### src/rtl/wdg_pkg.sv
package wdg_pkg;

  localparam logic [31:0] FEED_KEY = 32'h709D1AB3;
  localparam logic [3:0]  OFS_CTRL = 4'h0;
  localparam logic [3:0]  OFS_FEED = 4'h4;

  typedef enum logic [1:0] {
    CAUSE_EXT = 2'd0,
    CAUSE_DBG = 2'd1,
    CAUSE_WDG = 2'd2
  } cause_e;

endpackage

### src/rtl/wdg_prescaler.sv
module wdg_prescaler #(
  parameter int PRESC_W = 12
) (
  input  logic clk,
  input  logic rst,
  input  logic run,
  input  logic clr,
  output logic tick
);

  logic [PRESC_W-1:0] div_q;

  // The divider wraps to zero by itself on the terminal count.
  always_ff @(posedge clk) begin
    if (rst || clr) begin
      div_q <= '0;
    end else if (run) begin
      div_q <= div_q + 1'b1;
    end
  end

  assign tick = run && (&div_q);

endmodule

### src/rtl/wdg_counter.sv
module wdg_counter #(
  parameter int CNT_W = 24
) (
  input  logic             clk,
  input  logic             rst,
  input  logic             clr,
  input  logic             tick,
  input  logic [CNT_W-1:0] timeout,
  output logic [CNT_W-1:0] cnt,
  output logic             half_hit,
  output logic             full_hit
);

  logic [CNT_W-1:0] cnt_nxt;
  logic [CNT_W-1:0] half_lvl;

  assign cnt_nxt  = cnt + 1'b1;
  assign half_lvl = timeout >> 1;

  // Both events fire on the step that lands on the level.
  assign half_hit = tick && (cnt_nxt == half_lvl);
  assign full_hit = tick && (timeout != '0) && (cnt_nxt == timeout);

  always_ff @(posedge clk) begin
    if (rst || clr) begin
      cnt <= '0;
    end else if (full_hit) begin
      cnt <= '0;
    end else if (tick) begin
      cnt <= cnt_nxt;
    end
  end

endmodule

### src/rtl/wdg_regs.sv
module wdg_regs
  import wdg_pkg::*;
#(
  parameter int ADDR_W = 4,
  parameter int DATA_W = 32,
  parameter int CNT_W  = 24
) (
  input  logic              clk,
  input  logic              rst,
  input  logic              bus_we,
  input  logic              bus_re,
  input  logic [ADDR_W-1:0] bus_addr,
  input  logic [DATA_W-1:0] bus_wdata,
  input  logic              bite_i,
  input  logic              ocd_rst_i,
  output logic [DATA_W-1:0] bus_rdata,
  output logic              en,
  output logic              lock,
  output logic              run_dbg,
  output logic              run_sleep,
  output logic              strict,
  output logic [CNT_W-1:0]  timeout,
  output cause_e            cause,
  output logic              feed_ok,
  output logic              strict_viol
);

  localparam int TMO_LSB = DATA_W - CNT_W;

  logic ctrl_sel;
  logic feed_sel;
  logic ctrl_wr;
  logic feed_wr;
  logic [DATA_W-1:0] ctrl_word;
  logic unused_wbits;

  assign ctrl_sel = (bus_addr == ADDR_W'(OFS_CTRL));
  assign feed_sel = (bus_addr == ADDR_W'(OFS_FEED));
  assign ctrl_wr  = bus_we && ctrl_sel;
  assign feed_wr  = bus_we && feed_sel;

  assign feed_ok     = feed_wr && (bus_wdata == DATA_W'(FEED_KEY));
  assign strict_viol = en && strict && ((feed_wr && !feed_ok) || (ctrl_wr && lock));

  assign unused_wbits = ^bus_wdata[TMO_LSB-1:5];

  // Configuration: cleared only by the power-on reset.
  always_ff @(posedge clk) begin
    if (rst) begin
      en        <= 1'b0;
      lock      <= 1'b0;
      run_dbg   <= 1'b0;
      run_sleep <= 1'b0;
      strict    <= 1'b0;
      timeout   <= '0;
    end else if (ctrl_wr && !lock) begin
      en        <= bus_wdata[0];
      lock      <= bus_wdata[1] && (en || bus_wdata[0]);
      run_dbg   <= bus_wdata[2];
      run_sleep <= bus_wdata[3];
      strict    <= bus_wdata[4];
      timeout   <= bus_wdata[DATA_W-1:TMO_LSB];
    end
  end

  // Reset cause: the watchdog request has priority over the debugger.
  always_ff @(posedge clk) begin
    if (rst) begin
      cause <= CAUSE_EXT;
    end else if (bite_i || strict_viol) begin
      cause <= CAUSE_WDG;
    end else if (ocd_rst_i) begin
      cause <= CAUSE_DBG;
    end
  end

  assign ctrl_word = {timeout, {(TMO_LSB-7){1'b0}}, cause, strict, run_sleep, run_dbg, lock, en};

  always_ff @(posedge clk) begin
    if (rst) begin
      bus_rdata <= '0;
    end else begin
      bus_rdata <= (bus_re && ctrl_sel) ? ctrl_word : '0;
    end
  end

endmodule

### src/rtl/barkbite_watchdog.sv
module barkbite_watchdog
  import wdg_pkg::*;
#(
  parameter int ADDR_W  = 4,
  parameter int DATA_W  = 32,
  parameter int PRESC_W = 12
) (
  input  logic              clk,
  input  logic              rst,
  input  logic              bus_we,
  input  logic              bus_re,
  input  logic [ADDR_W-1:0] bus_addr,
  input  logic [DATA_W-1:0] bus_wdata,
  output logic [DATA_W-1:0] bus_rdata,
  input  logic              dbg_mode_i,
  input  logic              sleep_i,
  input  logic              ocd_rst_i,
  output logic              irq_o,
  output logic              rst_req_o
);

  localparam int CNT_W = DATA_W - 8;

  logic             ctrl_en;
  logic             ctrl_lock;
  logic             run_dbg;
  logic             run_sleep;
  logic             strict;
  logic [CNT_W-1:0] timeout;
  cause_e           cause;
  logic             feed_ok;
  logic             strict_viol;
  logic             active;
  logic             clr;
  logic             tick;
  logic [CNT_W-1:0] cnt;
  logic             half_hit;
  logic             full_hit;
  logic             fire_bite;

  assign active    = ctrl_en && (run_dbg || !dbg_mode_i) && (run_sleep || !sleep_i);
  assign clr       = !ctrl_en || feed_ok || strict_viol || ocd_rst_i;
  assign fire_bite = full_hit && !clr;

  wdg_regs #(
    .ADDR_W (ADDR_W),
    .DATA_W (DATA_W),
    .CNT_W  (CNT_W)
  ) u_regs (
    .clk         (clk),
    .rst         (rst),
    .bus_we      (bus_we),
    .bus_re      (bus_re),
    .bus_addr    (bus_addr),
    .bus_wdata   (bus_wdata),
    .bite_i      (fire_bite),
    .ocd_rst_i   (ocd_rst_i),
    .bus_rdata   (bus_rdata),
    .en          (ctrl_en),
    .lock        (ctrl_lock),
    .run_dbg     (run_dbg),
    .run_sleep   (run_sleep),
    .strict      (strict),
    .timeout     (timeout),
    .cause       (cause),
    .feed_ok     (feed_ok),
    .strict_viol (strict_viol)
  );

  wdg_prescaler #(
    .PRESC_W (PRESC_W)
  ) u_presc (
    .clk  (clk),
    .rst  (rst),
    .run  (active),
    .clr  (clr),
    .tick (tick)
  );

  wdg_counter #(
    .CNT_W (CNT_W)
  ) u_cnt (
    .clk      (clk),
    .rst      (rst),
    .clr      (clr),
    .tick     (tick),
    .timeout  (timeout),
    .cnt      (cnt),
    .half_hit (half_hit),
    .full_hit (full_hit)
  );

  always_ff @(posedge clk) begin
    if (rst) begin
      irq_o     <= 1'b0;
      rst_req_o <= 1'b0;
    end else begin
      irq_o     <= half_hit && !clr;
      rst_req_o <= fire_bite || strict_viol;
    end
  end

endmodule

### config.mk
export PLATFORM = sky130hd
export DESIGN_NAME = barkbite_watchdog
export DESIGN_NICKNAME = d
export VERILOG_FILES = /design/src/rtl/wdg_pkg.sv /design/src/rtl/wdg_prescaler.sv /design/src/rtl/wdg_counter.sv /design/src/rtl/wdg_regs.sv /design/src/rtl/barkbite_watchdog.sv
export SDC_FILE = /design/constraint.sdc
export NUM_CORES = 1
export LEC_CHECK = 0
export ABC_CLOCK_PERIOD_IN_PS = 5650
export BUFFER_PORTS_ARGS = -buffer_cell sky130_fd_sc_hd__buf_2
export CAP_MARGIN = 5
export CORE_MARGIN = 4
export CORE_UTILIZATION = 39
export CTS_CLUSTER_DIAMETER = 40
export DETAILED_ROUTE_END_ITERATION = 8
export PLACE_DENSITY = 0.69
export SYNTH_ARGS = -nofsm -noshare
export SYNTH_HDL_FRONTEND = slang
export SYNTH_SLANG_ARGS = --single-unit
### constraint.sdc
create_clock -name clk -period 5.65 [get_ports clk]
set_clock_uncertainty 0.05 [all_clocks]
set_input_delay 0.565 -clock clk [delete_from_list [all_inputs] [get_ports clk]]
set_output_delay 0.565 -clock clk [all_outputs]
set_load 0.005 [all_outputs]
==> flow_summary.toml, run 1 <==
[synthesis]
yosysSeqAreaShare_pct = 36.94
synth_common_cells = "dfxtp_1, nand2_1, xnor2_1"
syn-num-nets = 673
synth_cell_type_count = 65
netlist_instances = 628
synthMuxAreaShare_pct = 1.131
syn_area_sq_mm = 0.005419
yosys.area_share.adder_pct = 0.4618
yosysTopAreaCellShare_pct = 36.94
synth_top_family_by_area = "simple AND/OR/NAND/NOR gates"
synth.most_common_cell = "dfxtp_1"
synth.yosys.warnings = 0
synth-compound-area-share_pct = 8.012
synthTopCellsByArea = "dfxtp_1, xnor2_1, nand2_1"
synth_edf_count = 0
synth-xor-area-share_pct = 16.28
synth-async-reset-ratio_pct = 0
synthFlopType = "dfxtp_1"
ys_ff_latch = 100
avgSynthCellArea_sq_um = 8.629
synth_top_area_cell = "dfxtp_1"
synthSimpleGateAreaFrac_pct = 32.26

[drt]
postRouteAntennaNets = 0
vias_per_cell = 5.385
drc_errors = 0
routed_wl_mm = 14.68
vias = 4583
initialDrtViolationCount = 369
routedWlPerCell_microns = 17.25
dr.pass1.iters = 5

[timing]
grt_setup_unrepaired = "no"
setup_violations = 0
finalCriticalPeriod_ps = 3435
final_hold_viol_count = 0
tns_ps = 0
slew-limit-headroom_pct = 33.95
fmax_ghz = 0.2912
setup_ws_ps = 2215
drv_slew = 0
post-route-period-util_pct = 60.79
worst_pin_slew_ps = 990.7

[setup_path]
timing.rr.end = "u_cnt.cnt[23]$_SDFFE_PP0P_"
r2r_start = "u_cnt.cnt[0]$_SDFFE_PP0P_"
cp-endpoint = "u_cnt.cnt[23]$_SDFFE_PP0P_"
path_class = "flip-flop to flip-flop"
critPathMaxFanout = 24
end_kind = "flip-flop"
slowest_delay_ps = 780
worstSetupStartpointType = "flip-flop"
crit_required_ps = 5810
startpoint = "u_cnt.cnt[0]$_SDFFE_PP0P_"
slowest_stage = "nor4_2"
critical_path.n_buffers_inverters = 1
worst_ep_arrival_time_ps = 3600
rr_worst_depth = 9
cp.depth = 9
crit_family = "simple AND/OR/NAND/NOR gates"
cp_cell_sequence = "ha_1 -> nand3_2 -> nor4_2 -> xnor2_1 -> xor2_1 -> nand4_1 -> nor4_4 -> buf_4 -> nor3_1"
reg2reg_slack_ps = 2220

[placement]
place_congestion = 0.9398
numPortBuffers = 75
dp_hpwl_mm = 10.86
post-place-ws_ps = 2282
post-place-cells = 837

[clock_tree]
post_cts_buffers = 0
cts.sinks = 100
cts_hold_buf = 0
clk_path_buf_depth = 2
clkTransAtPathRegs_ps = 70
cts_tree = "built"
clk_latency_ps = 350
ctsResizeCount = 0
cts-root-buf = "clkbuf_16"
htree_levels = 3
cts_inserted_buffers = 9

[floorplan]
core_sq_mm = 0.01340
ioPinCount = 77
initial_utilization_pct = 40.44
rows = 42
die_area_sq_mm = 0.01584
fp.dieW_microns = 125.9
die_y_microns = 125.9

[global_routing]
grt_max_degree = 38
grt_overflow = 0
antenna_found_initial = 0
grt_pass1_vias = 4402
grt_pass1_wl_mm = 23.45
track_usage_pct = 18.35

[flow_run]
max_cap_violations = 0

[layout]
final_util_pct = 45.49
fillerInstances = 1332
syn2layout_area_growth_pct = 12.49
fin_nets = 717
layout-drive-gt1-share_pct = 19.85
instances_no_fill = 851
diodes = 0

[run_status]
status = "finished clean"

[pwr]
leakagePower_nw = 2.193
max-vdd-ir-drop_v = 0.0001806
powerDensity_mw_per_mm2 = 226.6

[hold_path]
hold_path.class = "flip-flop to flip-flop"
## routing by layer
| layer | track usage (%) | share of wire (%) |
|---|---|---|
| met5 | 0 | 0 |
| met4 | 4.984 | 1.6 |
| met3 | 3.768 | 4.9 |
| met2 | 30.33 | 48 |
| met1 | 24.51 | 46 |
## per-stage QoR
step	total power, mW	instance area [sq um]	hold WS [ps]
floorplan	0.7542	5419	371.4
global placement	0.7815	5809	386.1
detailed placement	0.7823	5809	383.4
CTS	1.393	6096	405.2
global route	1.428	6096	427.0
finish	1.381	6096	403.5
## state kept, by name, indices dropped and copies added, names as in the netlist, 2 cells and up
| register | count |
|---|---|
| u_presc.div_q | 12 |
| u_regs.timeout | 24 |
| u_regs.bus_rdata | 31 |
| u_regs.cause | 2 |
| u_cnt.cnt | 24 |
## worst register-to-register path, stage by stage (launching register included)
cell     delay [ps]
dfxtp_1         480
ha_1            310
nand3_2         240
nor4_2          780
xnor2_1         260
xor2_1          170
nand4_1         200
nor4_4          310
buf_4           410
nor3_1          100
## final cells by class
| cell class | instances | area [sq um] | share of cell area (%) |
|---|---|---|---|
| Multi-Input combinational cell | 476 | 3159 | 51.83 |
| Inverter | 6 | 22.52 | 0.3695 |
| Sequential cell | 100 | 2002 | 32.84 |
| Clock buffer | 9 | 225.2 | 3.695 |
| Timing Repair Buffer | 79 | 405.4 | 6.650 |
| Tap cell | 176 | 220.2 | 3.612 |
| Clock inverter | 5 | 61.31 | 1.006 |
## layout by cell type (no fill, tap or decap), drive strengths merged, types with 11 or more instances in the layout
| cell type | count |
|---|---|
| dfxtp | 100 |
| nand2 | 92 |
| buf | 79 |
| xnor2 | 61 |
| nor3 | 40 |
| nor2 | 39 |
| a21oi | 35 |
| and2 | 33 |
| xor2 | 32 |
| nand4 | 22 |
| nor4 | 17 |
| nand3 | 11 |
## report_power, final
| part | switching (mW) | internal (mW) |
|---|---|---|
| registers | 0.00574 | 0.708 |
| clock network | 0.272 | 0.342 |
| logic | 0.0298 | 0.0241 |
| total | 0.307 | 1.07 |
## kinds of logic (layout without fill, tap and decap cells)
| logic type | after synthesis | after routing |
|---|---|---|
| AO/OA/AOI/OAI | 67 | 67 |
| XOR/XNOR | 96 | 96 |
| AND/OR/NAND/NOR | 304 | 304 |
| buffers and inverters | 52 | 99 |
| other | 1 | 1 |
| multiplexers | 6 | 6 |
| flip-flops | 100 | 100 |
| adder cells (fa/ha/maj) | 2 | 2 |
## worst min path at each step
stage / from / to / slack (ps) / cells after the start
floorplan: u_regs.cause[1]$_SDFFE_PP0P_ / u_regs.bus_rdata[6]$_SDFF_PP0_ / 370 / 1
global placement: u_regs.cause[1]$_SDFFE_PP0P_ / u_regs.bus_rdata[6]$_SDFF_PP0_ / 390 / 1
detailed placement: u_regs.cause[1]$_SDFFE_PP0P_ / u_regs.bus_rdata[6]$_SDFF_PP0_ / 380 / 1
CTS: u_regs.cause[1]$_SDFFE_PP0P_ / u_regs.bus_rdata[6]$_SDFF_PP0_ / 410 / 1
global route: u_regs.cause[1]$_SDFFE_PP0P_ / u_regs.bus_rdata[6]$_SDFF_PP0_ / 430 / 1
finish: u_regs.cause[1]$_SDFFE_PP0P_ / u_regs.bus_rdata[6]$_SDFF_PP0_ / 400 / 1
(Power assumes the default switching activity.)
==> run 2, diff against run 1 <==
--- a/config.mk
+++ b/config.mk
@@ -5,7 +5,7 @@
 export SDC_FILE = /design/constraint.sdc
 export NUM_CORES = 1
 export LEC_CHECK = 0
-export ABC_CLOCK_PERIOD_IN_PS = 5650
+export ABC_CLOCK_PERIOD_IN_PS = 3300
 export BUFFER_PORTS_ARGS = -buffer_cell sky130_fd_sc_hd__buf_2
 export CAP_MARGIN = 5
 export CORE_MARGIN = 4
==> constraint.sdc (replaced) <==
create_clock -name clk -period 3.3 [get_ports clk]
set_clock_uncertainty 0.05 [all_clocks]
set_input_delay 0.33 -clock clk [delete_from_list [all_inputs] [get_ports clk]]
set_output_delay 0.33 -clock clk [all_outputs]
set_load 0.005 [all_outputs]
==> run 2 against run 1 <==
Effect of this change: sequential share of layout area down 0.80 points; sequential cell count unchanged; core utilization up 1.1 points; worst hold slack worse by 220 ps; sequential power up 71%; clock-buffer cell count up 1; maximum frequency up 14%; critical endpoint unchanged; via count up 2.9%; design area up 2.5%.
==> flow_summary.toml, run 2 (synthesized netlist as in run 1, its figures left out) <==
[clock_tree]
cts_tree = "built"
clk_path_buf_depth = 2
cts.sinks = 100
htree_levels = 3
clk_latency_ps = 350
cts_hold_buf = 0
cts_inserted_buffers = 9
clkTransAtPathRegs_ps = 70
ctsResizeCount = 0
cts-root-buf = "clkbuf_16"
post_cts_buffers = 0

[timing]
tns_ps = 0
final_hold_viol_count = 0
post-route-period-util_pct = 91.12
slew-limit-headroom_pct = 36.14
worst_pin_slew_ps = 957.9
setup_violations = 0
holdWs_ps = 185.8
setup_ws_ps = 293.2
drv_slew = 0
fmax_ghz = 0.3326
finalCriticalPeriod_ps = 3007
grt_setup_unrepaired = "no"

[layout]
diodes = 0
mostFrequentLayoutCells = "dfxtp_1, nand2_1, buf_2"
largest_reg_flops = 31
regArea_sq_mm = 0.002002
final_common_cell = "dfxtp_1"
final_area_sq_mm = 0.006248
layout-drive-gt1-share_pct = 21.93
fin_nets = 733
final_util_pct = 46.63
reg.largest.list = "u_regs.bus_rdata: 31 flops, u_cnt.cnt: 24 flops, u_regs.timeout: 24 flops"
top_register = "u_regs.bus_rdata"
syn2layout_area_growth_pct = 15.31
instances_no_fill = 869
fillerInstances = 1323
multi_input_area_sq_mm = 0.003159

[pwr]
powerDensity_mw_per_mm2 = 374.9
leakagePower_nw = 2.290
finalPower_mw = 2.342
max-vdd-ir-drop_v = 0.0003024

[floorplan]
die_area_sq_mm = 0.01584
rows = 42
fp.dieW_microns = 125.9
core_sq_mm = 0.01340
ioPinCount = 77
initial_utilization_pct = 40.44
die_y_microns = 125.9

[drt]
routedWlPerCell_microns = 17.00
vias = 4714
vias_per_cell = 5.425
initialDrtViolationCount = 366
routed_wl_mm = 14.77
dr.pass1.iters = 5
postRouteAntennaNets = 0
drc_errors = 0

[global_routing]
grt_pass1_vias = 4597
grt_pass1_wl_mm = 23.94
grt_max_degree = 38
track_usage_pct = 18.52
antenna_found_initial = 0
grt_overflow = 0

[placement]
post-place-ws_ps = 325.1
numPortBuffers = 75
place_congestion = 0.9365
post-place-cells = 853
placed_area_sq_mm = 0.005954
dp_hpwl_mm = 11.11

[flow_run]
max_cap_violations = 0

[setup_path]
rr_worst_depth = 10
crit_required_ps = 3480
worstSetupStartpointType = "flip-flop"
slowest_stage = "dfxtp_1"
worst_ep_arrival_time_ps = 3190
r2r_start = "u_cnt.cnt[1]$_SDFFE_PP0P_"
cp_cell_sequence = "ha_1 -> nand3_2 -> nor3_2 -> mux2i_1 -> a2111oi_0 -> buf_4 -> nand4_1 -> nor4_4 -> buf_12 -> nor3_1"
end_kind = "flip-flop"
critPathMaxFanout = 24
startpoint = "u_cnt.cnt[1]$_SDFFE_PP0P_"
slowest_delay_ps = 410
path_class = "flip-flop to flip-flop"

[hold_path]
holdPathStages = 3
min_from = "bus_wdata[21]"
hold_path.class = "input port to flip-flop"

[run_status]
status = "finished clean"
==> run 2: changes by cell type in the layout (fill, tap and decap cells not counted), sizes merged <==
cell    change
buf        +16
clkinv      +2
bufinv      -1
clkbuf      +1
==> run 2: metal layers <==
layer | share of wire, % | GRT usage, % | wire length, microns
met2 | 49 | 30.46 | 7175
met1 | 45 | 24.61 | 6670
met5 | 0 | 0 | 0
met3 | 4.8 | 4.657 | 706
met4 | 1.5 | 4.290 | 221
==> run 2: final cells by class <==
cell class | instances | area share, %
Multi-Input combinational cell | 476 | 50.56
Sequential cell | 100 | 32.04
Timing Repair Buffer | 95 | 8.811
Clock buffer | 10 | 3.825
Tap cell | 176 | 3.524
Clock inverter | 6 | 0.8811
Inverter | 6 | 0.3604
==> run 2: power breakdown <==
part	internal [mW]	leakage [nW]	switching, mW
clock	0.547	0.146	0.483
sequential	1.21	0.806	0.00898
combinational	0.0417	1.34	0.0514
==> run 2: final timing paths <==
| check | to | slack [ps] |
|---|---|---|
| hold reg to reg | u_regs.bus_rdata[6]$_SDFF_PP0_ | 410 |
| setup / recovery | u_cnt.cnt[23]$_SDFFE_PP0P_ | 290 |
| setup reg to reg | u_cnt.cnt[23]$_SDFFE_PP0P_ | 290 |
| hold / removal | u_regs.timeout[13]$_SDFFE_PP0P_ | 190 |
==> run 2: worst max-delay path: cells and delay by family (launching register included) <==
family                     cells  cell delay (ps)
muxes                          1              110
AOI/OAI and AO/OA              1              400
buffers and inverters          2              420
adders and majority gates      1              290
and+or+nand+nor                5             1190
DFF                            1              410
